===== src/rtl/tic_arb_pkg.sv =====
package tic_arb_pkg;

  localparam int BUSY_SLOT = 0;

  typedef enum logic [1:0] {
    RACE_IDLE = 2'd0,
    RACE_RUN  = 2'd1,
    RACE_OUT  = 2'd2
  } race_e;

  function automatic int frame_bits(int aw);
    return aw + 5;
  endfunction

  function automatic int sg_slot(int aw);
    return aw + 3;
  endfunction

  function automatic logic is_addr_slot(int pos, int aw);
    return (pos >= 1) && (pos <= aw);
  endfunction

  function automatic logic is_ignored_slot(int pos, int aw);
    return (pos == aw + 1) || (pos == aw + 2) || (pos == aw + 4);
  endfunction

  // Address bit carried by slot pos: slot 1 carries the most significant bit.
  function automatic logic addr_bit_at(logic [15:0] a, int pos, int aw);
    return a[4'(aw - pos)];
  endfunction

endpackage


===== src/rtl/tic_holdoff.sv =====
module tic_holdoff #(
  parameter int HOLD_FRAMES = 2,
  localparam int CNT_W = $clog2(HOLD_FRAMES + 1)
) (
  input  logic clk,
  input  logic rst_n,
  input  logic busy_stb,
  input  logic busy_rx,
  output logic hold_ok
);

  localparam logic [CNT_W-1:0] CNT_MAX = CNT_W'(HOLD_FRAMES);

  logic [CNT_W-1:0] idle_cnt_q;

  // The current frame counts as one of the released frames.
  assign hold_ok = busy_stb && busy_rx && (int'(idle_cnt_q) >= HOLD_FRAMES - 1);

  always_ff @(posedge clk) begin
    if (!rst_n) begin
      idle_cnt_q <= '0;
    end else if (busy_stb) begin
      if (!busy_rx)
        idle_cnt_q <= '0;
      else if (idle_cnt_q != CNT_MAX)
        idle_cnt_q <= idle_cnt_q + 1'b1;
    end
  end

endmodule


===== src/rtl/tic_contend.sv =====
module tic_contend
  import tic_arb_pkg::*;
#(
  parameter int ADDR_W = 3,
  parameter logic [ADDR_W-1:0] DEF_ADDR = '1
) (
  input  logic              clk,
  input  logic              rst_n,
  input  logic              bit_stb,
  input  int                pos,
  input  logic              line_rx,
  input  logic              req,
  input  logic              grant,
  input  logic              hold_ok,
  input  logic              addr_we,
  input  logic [ADDR_W-1:0] addr_in,
  output logic              racing,
  output logic              race_tx,
  output logic              won,
  output logic              lost
);

  race_e             race_q;
  logic [ADDR_W-1:0] addr_q;
  logic              addr_stb;
  logic              last_slot;
  logic              own_bit;
  logic              miss;
  logic              start_race;

  assign addr_stb   = bit_stb && is_addr_slot(pos, ADDR_W);
  assign last_slot  = addr_stb && (pos == ADDR_W);
  assign own_bit    = addr_bit_at(16'(addr_q), pos, ADDR_W);
  assign racing     = (race_q == RACE_RUN);
  assign miss       = racing && addr_stb && (line_rx != own_bit);
  assign lost       = miss;
  assign won        = racing && last_slot && !miss && req;
  assign race_tx    = racing ? own_bit : 1'b1;
  assign start_race = req && !grant && hold_ok;

  always_ff @(posedge clk) begin
    if (!rst_n)
      addr_q <= DEF_ADDR;
    else if (addr_we)
      addr_q <= addr_in;
  end

  always_ff @(posedge clk) begin
    if (!rst_n) begin
      race_q <= RACE_IDLE;
    end else if (bit_stb && pos == BUSY_SLOT) begin
      race_q <= start_race ? RACE_RUN : RACE_IDLE;
    end else if (racing) begin
      if (!req)
        race_q <= RACE_IDLE;
      else if (miss)
        race_q <= RACE_OUT;
      else if (last_slot)
        race_q <= RACE_IDLE;
    end
  end

  // a race only starts in a frame whose hold-off was met
  a_r3_start_after_hold: assert property (@(posedge clk) disable iff (!rst_n)
    $rose(racing) |-> $past(hold_ok));

  // a device that dropped out does not re-enter within the frame
  a_r5_out_stays_out: assert property (@(posedge clk) disable iff (!rst_n)
    (race_q == RACE_OUT && !(bit_stb && pos == BUSY_SLOT)) |=> !racing);

endmodule


===== src/rtl/tic_grant.sv =====
module tic_grant (
  input  logic clk,
  input  logic rst_n,
  input  logic req,
  input  logic won,
  input  logic slave_mode,
  input  logic sg_stb,
  input  logic line_rx,
  output logic grant,
  output logic cts
);

  logic grant_q;
  logic sg_q;

  always_ff @(posedge clk) begin
    if (!rst_n)
      grant_q <= 1'b0;
    else if (!req)
      grant_q <= 1'b0;
    else if (won)
      grant_q <= 1'b1;
  end

  always_ff @(posedge clk) begin
    if (!rst_n)
      sg_q <= 1'b0;
    else if (sg_stb)
      sg_q <= line_rx;
  end

  assign grant = grant_q;
  assign cts   = grant_q && (!slave_mode || sg_q);

  // withdrawal removes the grant on the next edge
  a_r7_drop_on_release: assert property (@(posedge clk) disable iff (!rst_n)
    !req |=> !grant);

  // the grant only appears after a won race
  a_r6_rise_after_win: assert property (@(posedge clk) disable iff (!rst_n)
    $rose(grant) |-> $past(won));

  // a low stop/go read blocks sending in slave mode
  a_r9_slave_stop: assert property (@(posedge clk) disable iff (!rst_n)
    (sg_stb && !line_rx) |=> (!cts || !slave_mode));

endmodule


===== src/rtl/tic_arbiter.sv =====
module tic_arbiter
  import tic_arb_pkg::*;
#(
  parameter int ADDR_W = 3,
  parameter logic [ADDR_W-1:0] DEF_ADDR = '1,
  parameter int HOLD_FRAMES = 2,
  localparam int POS_W = $clog2(ADDR_W + 5)
) (
  input  logic              clk,
  input  logic              rst_n,
  input  logic              bit_stb,
  input  logic [POS_W-1:0]  bit_pos,
  input  logic              line_rx,
  output logic              line_tx,
  input  logic              req,
  input  logic              slave_mode,
  input  logic              addr_we,
  input  logic [ADDR_W-1:0] addr_in,
  output logic              grant,
  output logic              cts,
  output logic              racing,
  output logic              won,
  output logic              lost
);

  int   pos;
  logic busy_stb;
  logic sg_stb;
  logic ign_stb;
  logic hold_ok;
  logic race_tx;

  assign pos      = int'(bit_pos);
  assign busy_stb = bit_stb && (pos == BUSY_SLOT);
  assign sg_stb   = bit_stb && (pos == sg_slot(ADDR_W));
  assign ign_stb  = bit_stb && is_ignored_slot(pos, ADDR_W);

  tic_holdoff #(.HOLD_FRAMES(HOLD_FRAMES)) u_hold (
    .clk      (clk),
    .rst_n    (rst_n),
    .busy_stb (busy_stb),
    .busy_rx  (line_rx),
    .hold_ok  (hold_ok)
  );

  tic_contend #(.ADDR_W(ADDR_W), .DEF_ADDR(DEF_ADDR)) u_race (
    .clk     (clk),
    .rst_n   (rst_n),
    .bit_stb (bit_stb),
    .pos     (pos),
    .line_rx (line_rx),
    .req     (req),
    .grant   (grant),
    .hold_ok (hold_ok),
    .addr_we (addr_we),
    .addr_in (addr_in),
    .racing  (racing),
    .race_tx (race_tx),
    .won     (won),
    .lost    (lost)
  );

  tic_grant u_grant (
    .clk        (clk),
    .rst_n      (rst_n),
    .req        (req),
    .won        (won),
    .slave_mode (slave_mode),
    .sg_stb     (sg_stb),
    .line_rx    (line_rx),
    .grant      (grant),
    .cts        (cts)
  );

  always_comb begin
    line_tx = 1'b1;
    if (busy_stb)
      line_tx = !grant;
    else if (bit_stb && is_addr_slot(pos, ADDR_W))
      line_tx = race_tx;
  end

  // while held, the busy slot never reads released on the wire
  a_r2_owner_holds_busy: assert property (@(posedge clk) disable iff (!rst_n)
    grant |-> !(busy_stb && line_rx));

  // after a loss the rest of the address slots are released
  a_r5_release_after_loss: assert property (@(posedge clk) disable iff (!rst_n)
    lost |=> (line_tx || !bit_stb || !is_addr_slot(int'(bit_pos), ADDR_W)));

  // ignored slots leave the grant alone
  a_r11_ignored_slots: assert property (@(posedge clk) disable iff (!rst_n)
    (ign_stb && req) |=> $stable(grant));

  // racing and holding never overlap
  a_r6_race_or_hold: assert property (@(posedge clk) disable iff (!rst_n)
    $onehot0({racing, grant}));

endmodule


===== config.mk =====
export PLATFORM = sky130hd
export DESIGN_NAME = tic_arbiter
export DESIGN_NICKNAME = d
export VERILOG_FILES = /design/src/rtl/tic_arb_pkg.sv /design/src/rtl/tic_holdoff.sv /design/src/rtl/tic_contend.sv /design/src/rtl/tic_grant.sv /design/src/rtl/tic_arbiter.sv
export SDC_FILE = /design/constraint.sdc
export NUM_CORES = 1
export LEC_CHECK = 0
export BUFFER_PORTS_ARGS = -buffer_cell sky130_fd_sc_hd__buf_2
export CAP_MARGIN = 20
export CORE_MARGIN = 3
export CORE_UTILIZATION = 44
export DETAILED_ROUTE_END_ITERATION = 8
export PLACE_DENSITY = 0.78
export SLEW_MARGIN = 30
export SYNTH_ARGS = -nofsm -noshare
export SYNTH_HDL_FRONTEND = slang
export SYNTH_SLANG_ARGS = --single-unit

===== constraint.sdc =====
create_clock -name clk -period 1.3 [get_ports clk]
set_input_delay 0.13 -clock clk [delete_from_list [all_inputs] [get_ports clk]]
set_output_delay 0.13 -clock clk [all_outputs]
set_load 0.02 [all_outputs]

==> flow_summary.json <==
{
  "status": "finished, violations left",
  "violations": "negative setup slack",
  "p_leak_nw": 0.374,
  "yosysUniqueCellTypes": 37,
  "cts_sinks": 9,
  "final_max_slew_viol_count": 0,
  "place.gp.congestion": 0.811,
  "ant_nets": 0,
  "ir_drop_mv": 0.407,
  "hold_class": "primary input to flip-flop",
  "grt_pass1_wl_um": 2970,
  "pin_count": 19,
  "finalCriticalPeriod_ns": 1.64,
  "hpwlAfterDp_um": 1270,
  "setup_viol": 6,
  "synth_top_area_share": 0.277,
  "ys_warn_count": 0,
  "io_buffer_count": 18,
  "clock_latency_ns": 0.27,
  "synthCells": 75,
  "first_pass_iters": 4,
  "post-place-ws_ns": -0.0592,
  "p_sw_frac": 0.293,
  "num_rows": 13,
  "p_per_area_nw_per_um2": 744,
  "worst_slack_ns": -0.341,
  "r2r-end": "u_grant.grant",
  "nets": 120,
  "synth-edff-count": 0,
  "postLayoutCellArea_um2": 910,
  "finalHoldViolCount": 0,
  "hold_ws_ns": 0.0810,
  "syn-num-nets": 90,
  "wl_per_cell_um": 15.1,
  "ys_ff_latch": 9,
  "ys_seq_area_frac": 0.277,
  "cts-buffers-inserted": 3,
  "drc": 0,
  "synthTopCellsByArea": "dfxtp_1 28%, nand2_1 5.8%, a21oi_1 4.6%",
  "synth_most_common_cell": "nand2_1",
  "crit_type": "flip-flop to primary output",
  "cts_hold_buffers": 0,
  "drive_gt1_frac": 0.500,
  "cp_data_required_time_ns": 1.17,
  "fin_tns_setup_ns": -1.22,
  "rsz0062_at_grt": "true",
  "avgSynthCellArea_um2": 8.67,
  "endpoint_kind": "primary output",
  "die-area_um2": 1980,
  "maxCapViolCount": 0,
  "async_reset_ff_frac": 0,
  "core_area_um2": 1350,
  "cts_tree": "built",
  "synth_top_area_cell": "dfxtp_1",
  "syn_to_final_growth_pct": 39.8,
  "track_usage": 0.213,
  "p_sw_mw": 0.198,
  "diodes": 0,
  "ff2ff_setup_slack_ns": -0.19,
  "multi_input_area_um2": 474,
  "reg2regPathDepth": 5,
  "grt_antenna_before_repair": 0,
  "crit_path_max_fanout": 4,
  "crit_path_start_kind": "flip-flop",
  "synth_common_cells": "10 x nand2_1, 9 x dfxtp_1, 7 x inv_1, 6 x a21oi_1, 3 x nor2b_1",
  "viasPerCell": 5.69,
  "drtIter0Drc": 10,
  "clk_path_buf_depth": 2,
  "finalPower_mw": 0.677,
  "endpoint": "lost",
  "wl_um": 1790,
  "syn_area_um2": 651,
  "vias": 677,
  "seqPwrFrac": 0.426,
  "layout_worst_path_cycle_share": 1.26,
  "grt-ovfl-total": 0,
  "die_w_um": 44.5,
  "tightest_slew_ns": 0.308,
  "cts.reportedPaths.clkPinSlew_ns": 0.06,
  "internal-power_mw": 0.478,
  "max_slew_margin": 0.795,
  "nFillCells": 108,
  "grt_pass1_vias": 652,
  "initial_utilization": 0.482,
  "die_h_um": 44.5,
  "grt_max_degree": 12,
  "placed_cell_area_um2": 816,
  "cp_data_arrival_time_ns": 1.51,
  "max_freq_ghz": 0.610,
  "critPathLaunch": "u_race.addr_q[0]",
  "htree_levels": 1,
  "power_frac_clock": 0.341,
  "synth_flop_cell": "dfxtp_1",
  "clock_skew_ns": 0.00129,
  "combPwrFrac": 0.234,
  "final-seq-area_um2": 183,
  "cts_root_buffer": "clkbuf_4",
  "regToRegStartpoint": "u_race.addr_q[0]"
}
[power groups by stage]
stage	clock, mW	combinational, mW	sequential, mW
after floorplan	0	0.0841	0.294
after global placement	0	0.131	0.292
after detailed placement	0	0.135	0.294
after CTS	0.237	0.148	0.288
after global routing	0.243	0.171	0.288
final	0.230	0.158	0.288
[layout make-up]
type / instances / share of cell area
multi-input cells: 55 / 0.521
flip-flops and latches: 9 / 0.201
repair buffers: 29 / 0.199
clock buffers: 4 / 0.0289
inverters: 7 / 0.0289
well taps: 15 / 0.0206
[layer usage]
layer,vias to the layer above,wire [um],track usage,share of wire
li1,325,-,-,-
met1,314,719,0.238,0.40
met2,31,890,0.340,0.50
met3,7,131,0.0691,0.073
met4,0,51,0.145,0.028
met5,-,0,0,0
[critical path: stages (launching register included)]
cell and delay (ns):
dfxtp_2 0.33, mux2_4 0.30, a2bb2oi_2 0.17, a211oi_4 0.28, buf_6 0.16
[worst min path at each step]
| stage | cells after the start | end | startpoint |
|---|---|---|---|
| 2_1_floorplan | 2 | u_race.addr_q[2] | addr_we |
| 3_3_place_gp | 3 | u_race.addr_q[2] | addr_in[2] |
| 3_5_place_dp | 3 | u_race.addr_q[1] | addr_in[1] |
| 4_1_cts | 3 | u_race.addr_q[1] | addr_in[1] |
| 5_1_grt | 3 | u_race.addr_q[1] | addr_in[1] |
| 6_report | 3 | u_race.addr_q[1] | addr_in[1] |
[layout by cell type (no fill, tap or decap), types with 2 or more instances in the layout]
| cell type | instances |
|---|---|
| clkbuf_4 | 3 |
| nor2_2 | 2 |
| inv_1 | 7 |
| a21oi_2 | 2 |
| buf_4 | 12 |
| ha_1 | 2 |
| mux2i_1 | 2 |
| nor2b_1 | 2 |
| buf_2 | 16 |
| nand2_1 | 10 |
| dfxtp_1 | 7 |
| nand3_1 | 2 |
| o22ai_1 | 2 |
| a21oi_1 | 4 |
| nor3b_1 | 2 |
| dfxtp_2 | 2 |
[flip-flops by register name, indices dropped and copies added, names as in the netlist]
signal and cells:
u_race.addr_q 3, u_grant.sg_q 1, u_race.race_q 2, u_hold.idle_cnt_q 2
u_grant.grant 1
[metrics by stage]
stage / std cells / util
after global placement: 112 / 0.604
final: 119 / 0.674
after floorplan: 75 / -
after detailed placement: 112 / 0.604
after CTS: 118 / 0.660
after global routing: 119 / 0.674
[cells by family after synthesis]
logic type | count (synthesis) | share of synthesized area
xor+xnor | 2 | 0.0269
simple gates | 29 | 0.279
mux | 3 | 0.0538
compound gates | 19 | 0.244
buf+inv | 11 | 0.0808
fa+ha+maj | 2 | 0.0385
flops | 9 | 0.277
[what timing repair did]
item | 4_1_cts | 5_1_grt
gates resized for setup | 8 | 3
pin swaps | 3 | 3
buffers inserted | 2 | 2
endpoints found under the setup margin | 4 | 6
No activity file was read; power rests on OpenSTA's default activity.
